==> src/rtl/rt_bufmem_pkg.sv <==
package rt_bufmem_pkg;
    localparam int SA_W         = 5;
    localparam int IDX_W        = 5;
    localparam int ADDR_W       = 1 + SA_W + IDX_W;
    localparam int RX_STAT_BASE = 'h000;
    localparam int TX_STAT_BASE = 'h3E0;
    localparam int LOOP_SA      = 30;

    typedef enum logic [2:0] {
        ST_IDLE, ST_REQ, ST_ADDR, ST_STRB, ST_HOLD, ST_LATCH, ST_REL, ST_SKIP
    } bstate_t;
endpackage

==> src/rtl/rt_bufmem_map.sv <==
module rt_bufmem_map
    import rt_bufmem_pkg::*;
(
    input  logic              is_tx,
    input  logic              is_stat,
    input  logic              loop_en,
    input  logic [SA_W-1:0]   sa,
    input  logic [IDX_W-1:0]  idx,
    output logic [ADDR_W-1:0] addr,
    output logic              is_write,
    output logic              skip
);
    localparam logic [SA_W-1:0] SA_LAST = '1;
    localparam logic [SA_W-1:0] SA_LOOP = SA_W'(LOOP_SA);

    always_comb begin
        addr     = '0;
        is_write = !is_tx;
        skip     = 1'b0;
        if (is_stat) begin
            is_write = 1'b1;
            addr     = (is_tx ? ADDR_W'(TX_STAT_BASE) : ADDR_W'(RX_STAT_BASE)) + ADDR_W'(sa);
        end else if (sa == '0 || sa == SA_LAST) begin
            skip = 1'b1;
        end else if (!is_tx || (loop_en && sa == SA_LOOP)) begin
            addr = {1'b0, sa, idx};
        end else begin
            addr = {1'b1, sa, idx};
        end
    end
endmodule

==> src/rtl/rt_bufmem_fsm.sv <==
module rt_bufmem_fsm
    import rt_bufmem_pkg::*;
#(
    parameter int DATA_W = 16
) (
    input  logic              clk,
    input  logic              rst_n,
    input  logic              xfer_valid,
    input  logic [ADDR_W-1:0] map_addr,
    input  logic              map_write,
    input  logic              map_skip,
    input  logic [DATA_W-1:0] xfer_wdata,
    output logic              xfer_ready,
    output logic              xfer_done,
    output logic [DATA_W-1:0] xfer_rdata,
    output logic              mem_req_n,
    input  logic              mem_gnt,
    input  logic              mem_wait,
    output logic [ADDR_W-1:0] mem_addr,
    output logic [DATA_W-1:0] mem_wdata,
    input  logic [DATA_W-1:0] mem_rdata,
    output logic              mem_wr_n,
    output logic              mem_rd_n,
    output logic              ctl_en,
    output logic              dat_en
);
    bstate_t           state, state_nx;
    logic [ADDR_W-1:0] addr_q;
    logic [DATA_W-1:0] wdata_q, rdata_q;
    logic              wr_q;

    always_comb begin
        state_nx = state;
        unique case (state)
            ST_IDLE:  if (xfer_valid) state_nx = map_skip ? ST_SKIP : ST_REQ;
            ST_REQ:   if (mem_gnt) state_nx = ST_ADDR;
            ST_ADDR:  state_nx = ST_STRB;
            ST_STRB:  state_nx = ST_HOLD;
            ST_HOLD:  if (!mem_wait) state_nx = ST_LATCH;
            ST_LATCH: state_nx = ST_REL;
            ST_REL:   state_nx = ST_IDLE;
            ST_SKIP:  state_nx = ST_IDLE;
            default:  state_nx = ST_IDLE;
        endcase
    end

    always_ff @(posedge clk or negedge rst_n) begin
        if (!rst_n) state <= ST_IDLE;
        else        state <= state_nx;
    end

    always_ff @(posedge clk or negedge rst_n) begin
        if (!rst_n) begin
            addr_q  <= '0;
            wdata_q <= '0;
            wr_q    <= 1'b0;
            rdata_q <= '0;
        end else begin
            if (state == ST_IDLE && xfer_valid) begin
                addr_q  <= map_addr;
                wdata_q <= xfer_wdata;
                wr_q    <= map_write;
            end
            if (state == ST_HOLD && !mem_wait && !wr_q) rdata_q <= mem_rdata;
        end
    end

    always_comb begin
        xfer_ready = (state == ST_IDLE);
        xfer_done  = (state == ST_LATCH) || (state == ST_SKIP);
        ctl_en     = state inside {ST_ADDR, ST_STRB, ST_HOLD, ST_LATCH};
        mem_req_n  = !(ctl_en || state == ST_REQ);
        dat_en     = ctl_en && wr_q;
        mem_wr_n   = !(state == ST_STRB && wr_q);
        mem_rd_n   = !((state == ST_STRB || state == ST_HOLD) && !wr_q);
        mem_addr   = addr_q;
        mem_wdata  = wdata_q;
        xfer_rdata = rdata_q;
    end

    p_ctl_needs_req_r7: assert property (@(posedge clk) disable iff (!rst_n)
        ctl_en |-> !mem_req_n);
    p_dat_needs_ctl_r7: assert property (@(posedge clk) disable iff (!rst_n)
        dat_en |-> (ctl_en && mem_rd_n));
    p_wr_pulse_r10: assert property (@(posedge clk) disable iff (!rst_n)
        !mem_wr_n |=> mem_wr_n);
    p_hold_stable_r10: assert property (@(posedge clk) disable iff (!rst_n)
        (state == ST_HOLD && mem_wait) |=>
            ($stable(mem_addr) && $stable(mem_wdata) && $stable(mem_rd_n)));
    p_req_release_r9: assert property (@(posedge clk) disable iff (!rst_n)
        xfer_done |=> mem_req_n);
    p_write_low_half_r2: assert property (@(posedge clk) disable iff (!rst_n)
        !mem_wr_n |-> !mem_addr[ADDR_W-1]);
    p_read_region_r3: assert property (@(posedge clk) disable iff (!rst_n)
        !mem_rd_n |-> (mem_addr[ADDR_W-1] || mem_addr[ADDR_W-2 -: SA_W] == SA_W'(LOOP_SA)));
    p_busy_ignore_r11: assert property (@(posedge clk) disable iff (!rst_n)
        !xfer_ready |=> $stable(mem_addr));
    p_strobes_excl_r10: assert property (@(posedge clk) disable iff (!rst_n)
        !(!mem_wr_n && !mem_rd_n));
endmodule

==> src/rtl/rt_bufmem_if.sv <==
module rt_bufmem_if
    import rt_bufmem_pkg::*;
#(
    parameter int DATA_W = 16
) (
    input  logic              clk,
    input  logic              rst_n,
    input  logic              xfer_valid,
    output logic              xfer_ready,
    input  logic              xfer_tx,
    input  logic              xfer_stat,
    input  logic [4:0]        xfer_sa,
    input  logic [4:0]        xfer_idx,
    input  logic [DATA_W-1:0] xfer_wdata,
    input  logic              loop_sa30,
    output logic              xfer_done,
    output logic [DATA_W-1:0] xfer_rdata,
    output logic              mem_req_n,
    input  logic              mem_gnt,
    input  logic              mem_wait,
    output logic [10:0]       mem_addr,
    output logic [DATA_W-1:0] mem_wdata,
    input  logic [DATA_W-1:0] mem_rdata,
    output logic              mem_wr_n,
    output logic              mem_rd_n,
    output logic              ctl_en,
    output logic              dat_en
);
    logic [ADDR_W-1:0] map_addr;
    logic              map_write, map_skip;

    rt_bufmem_map u_map (
        .is_tx    (xfer_tx),
        .is_stat  (xfer_stat),
        .loop_en  (loop_sa30),
        .sa       (xfer_sa),
        .idx      (xfer_idx),
        .addr     (map_addr),
        .is_write (map_write),
        .skip     (map_skip)
    );

    rt_bufmem_fsm #(.DATA_W(DATA_W)) u_fsm (
        .clk        (clk),
        .rst_n      (rst_n),
        .xfer_valid (xfer_valid),
        .map_addr   (map_addr),
        .map_write  (map_write),
        .map_skip   (map_skip),
        .xfer_wdata (xfer_wdata),
        .xfer_ready (xfer_ready),
        .xfer_done  (xfer_done),
        .xfer_rdata (xfer_rdata),
        .mem_req_n  (mem_req_n),
        .mem_gnt    (mem_gnt),
        .mem_wait   (mem_wait),
        .mem_addr   (mem_addr),
        .mem_wdata  (mem_wdata),
        .mem_rdata  (mem_rdata),
        .mem_wr_n   (mem_wr_n),
        .mem_rd_n   (mem_rd_n),
        .ctl_en     (ctl_en),
        .dat_en     (dat_en)
    );
endmodule

==> config.mk <==
export PLATFORM = sky130hd
export DESIGN_NAME = rt_bufmem_if
export DESIGN_NICKNAME = d
export VERILOG_FILES = /design/src/rtl/rt_bufmem_pkg.sv /design/src/rtl/rt_bufmem_map.sv /design/src/rtl/rt_bufmem_fsm.sv /design/src/rtl/rt_bufmem_if.sv
export SDC_FILE = /design/constraint.sdc
export NUM_CORES = 1
export LEC_CHECK = 0
export BUFFER_PORTS_ARGS = -buffer_cell sky130_fd_sc_hd__buf_2
export CORE_ASPECT_RATIO = 1.4
export CORE_UTILIZATION = 48
export CTS_BUF_LIST = sky130_fd_sc_hd__clkbuf_8
export DETAILED_ROUTE_END_ITERATION = 12
export PLACE_DENSITY_LB_ADDON = 0.1
export SETUP_SLACK_MARGIN = 0.4
export SKIP_LAST_GASP = 1
export SLEW_MARGIN = 20
export SYNTH_ARGS = -nofsm -noshare
export SYNTH_HDL_FRONTEND = slang
export SYNTH_SLANG_ARGS = --single-unit
==> constraint.sdc <==
create_clock -name clk -period 1.8 [get_ports clk]
set_clock_uncertainty 0.05 [all_clocks]
set_input_delay 0 -clock clk [delete_from_list [all_inputs] [get_ports clk]]
set_output_delay 0 -clock clk [all_outputs]
set_load 0.005 [all_outputs]
==> results.sh <==
export IMPL_status="completed"
export IMPL_area_growth_pct=60.9
export IMPL_min_from="xfer_tx"
export IMPL_synthTopCellsByArea="dfrtp_1 55%, nand2_1 9.5%, mux2_2 8.4%"
export IMPL_multi_input_area_sq_um=927
export IMPL_avgSynthCellArea_sq_um=10.1
export IMPL_critical_path_class="reg2reg"
export IMPL_r2r_setup_slack_ns=0.25
export IMPL_die_width_um=58.5
export IMPL_max_freq_mhz=644
export IMPL_r2r_end="u_fsm.xfer_rdata[6]"
export IMPL_clockRootBuffer="clkbuf_8"
export IMPL_pre_cts_slack_ns=0.179
export IMPL_cp_start_kind="flip-flop"
export IMPL_worstSkewPairLatency_ns=0.30
export IMPL_r2r_start="u_fsm.state[0]"
export IMPL_vias_per_cell=4.98
export IMPL_slew_headroom=0.611
export IMPL_reg2reg_depth=4
export IMPL_place_congestion=0.783
export IMPL_min_to="u_fsm.wr_q"
export IMPL_synthDominantCellAreaShare=0.549
export IMPL_drc=0
export IMPL_die_area_sq_mm=0.00474
export IMPL_ir_drop_mv=0.853
export IMPL_drive_gt1_frac=0.440
export IMPL_synth_most_common_cell="nand2_1"
export IMPL_die_y_um=81.1
export IMPL_cp_data_arrival_time_ns=1.69
export IMPL_p_per_area_mw_per_mm2=1410
export IMPL_hpwlAfterDp_um=3310
export IMPL_start_util=0.506
export IMPL_worstPathMaxFanout=16
export IMPL_yosysSeqAreaShare=0.549
export IMPL_syn_cell_area_sq_mm=0.00214
export IMPL_hp_class="in2reg"
export IMPL_maxCapViolCount=0
export IMPL_grt_pass1_vias=2014
export IMPL_final_antenna_net_count=0
export IMPL_yosysTopAreaCell="dfrtp_1"
export IMPL_wl_per_cell_um=14.2
export IMPL_cts_tree="done"
export IMPL_final_cells=426
export IMPL_finalHoldViolCount=0
export IMPL_setup_ws_ns=0.247
export IMPL_async_flop_share=1.00
export IMPL_p_leak_uw=0.00170
export IMPL_fillers=273
export IMPL_seqCellArea_sq_mm=0.00118
export IMPL_clockBufferDepth=2
export IMPL_synth_distinct_cells=32
export IMPL_yosysWarningCount=0
export IMPL_drt_iter0_drc=169
export IMPL_grt_usage=0.254
export IMPL_synth_commonest_cells="54 x nand2_1, 47 x dfrtp_1, 16 x mux2_2, 14 x nor2_1, 12 x a21oi_1"
export IMPL_ys_ff_latch=47
export IMPL_htreeDepth=2
export IMPL_antennaDiodeCount=0
export IMPL_synth_ff_type="dfrtp_1"
export IMPL_io_pins=100
export IMPL_holdPathStages=3
export IMPL_dp_cells=363
export IMPL_rsz0062_at_grt="yes"
export IMPL_overflow=0
export IMPL_wl_um=6050
export IMPL_path_clk_slew_ns=0.09
export IMPL_required_ns=1.94
export IMPL_antenna_found_initial=0
export IMPL_grt_pass1_wl_um=9040
export IMPL_synthCells=212
export IMPL_period_share=0.863
export IMPL_nNetsFinal=415
export IMPL_drv_slew=0
export IMPL_final_setup_tns_ns=0
export IMPL_coreArea_sq_mm=0.00424
export IMPL_via_count=2121
export IMPL_cts_num_sinks=47
export IMPL_setup_viol=0
export IMPL_synth_edff_count=0
export IMPL_endpoint_kind="flip-flop"
export IMPL_cts_made_buffers=5
export IMPL_worst_pin_slew_ns=0.584
export IMPL_synth_fp_nets=262
export IMPL_dr_pass1_iters=4
export IMPL_io_buffers=99
export IMPL_period_needed_ns=1.55
export IMPL_grt_max_degree=48
export IMPL_placementRows=28
power breakdown:
group          leakage (uW)  switching (uW)  total, uW  internal, uW
registers          0.000567             296       1860          1570
clock network     0.0000474             362        676           314
logic               0.00109            1040       2320          1280
layout by cell type (no fill, tap or decap), types with 2 or more instances in the layout:
master / synthesis / layout
nand2b_1: 2 / 2
inv_1: 2 / 2
dfrtp_1: 47 / 45
buf_12: 0 / 3
nand4_1: 5 / 5
o221ai_1: 5 / 5
a31oi_1: 5 / 5
and2_1: 2 / 2
dlygate4sd3_1: 0 / 41
nand2_1: 54 / 53
o21ai_1: 2 / 5
buf_2: 5 / 97
buf_4: 0 / 10
clkbuf_8: 0 / 6
mux2_2: 16 / 16
a21oi_1: 12 / 8
o21ai_0: 5 / 2
dfrtp_2: 0 / 2
nand3b_1: 5 / 5
a21oi_2: 1 / 5
nor2b_1: 7 / 7
buf_6: 4 / 8
nor2_1: 14 / 13
registers in the layout, indices dropped and copies added (netlist names):
signal,count
u_fsm.mem_wdata,16
u_fsm.xfer_rdata,16
u_fsm.wr_q,1
u_fsm.state,3
u_fsm.mem_addr,11
worst max path at each step:
stage / cells past startpoint / start / to
2_1_floorplan: 6 / u_fsm.state[0] / u_fsm.mem_addr[4]
3_3_place_gp: 4 / u_fsm.state[0] / u_fsm.wr_q
3_5_place_dp: 4 / u_fsm.state[0] / u_fsm.wr_q
4_1_cts: 5 / u_fsm.state[1] / dat_en
5_1_grt: 4 / u_fsm.state[1] / u_fsm.mem_wdata[12]
6_report: 4 / u_fsm.state[0] / u_fsm.xfer_rdata[6]
through the flow:
step	total power (uW)	utilization	instance area, sq um	hold slack [ns]
after floorplan	2820	-	2160	-0.346
final	4850	0.813	3450	0.00699
after global routing	5210	0.813	3450	0.00133
after global placement	3580	0.639	2710	0.0779
after detailed placement	3640	0.639	2710	0.0763
after CTS	4590	0.785	3330	0.00133
per-layer routing:
| layer | part of all wire | global-route usage | up-vias |
|---|---|---|---|
| met3 | 0.059 | 0.0525 | 8 |
| met4 | 0.013 | 0.0762 | 0 |
| li1 | - | - | 1027 |
| met5 | 0 | 0 | - |
| met1 | 0.41 | 0.305 | 1014 |
| met2 | 0.52 | 0.452 | 72 |
layout make-up:
cell class                      count  share of cell area
Clock inverter                      2             0.00472
Tap cell                           60              0.0218
Timing Repair Buffer              161               0.337
Clock buffer                        6              0.0239
Inverter                            2             0.00218
Multi-Input combinational cell    148               0.269
Sequential cell                    47               0.342
worst max-delay path: stages (launching register included):
cell and delay, ns:
dfrtp_2 0.46, nor2_4 0.15, and4bb_2 0.27, buf_12 0.15, mux2_2 0.36
logic make-up (layout without fill, tap and decap cells):
logic type / count (synthesis) / count (layout) / share of synthesized area
XOR/XNOR: 1 / 1 / 0.00409
buffers and inverters: 17 / 171 / 0.0467
multiplexers: 16 / 16 / 0.0841
AO/OA/AOI/OAI: 34 / 34 / 0.0975
flip-flops: 47 / 47 / 0.549
AND/OR/NAND/NOR: 97 / 97 / 0.219
what timing repair did:
item / in CTS / in global routing
gates resized for setup: 13 / 16
gates cloned: 0 / 2
setup buffers: 8 / 4
setup endpoints to repair: 45 / 51
pin swaps: 1 / 3
endpoints found under the hold margin: 84 / 0
hold buffers: 41 / 0
Note: power is estimated with default switching activity, not from simulation.
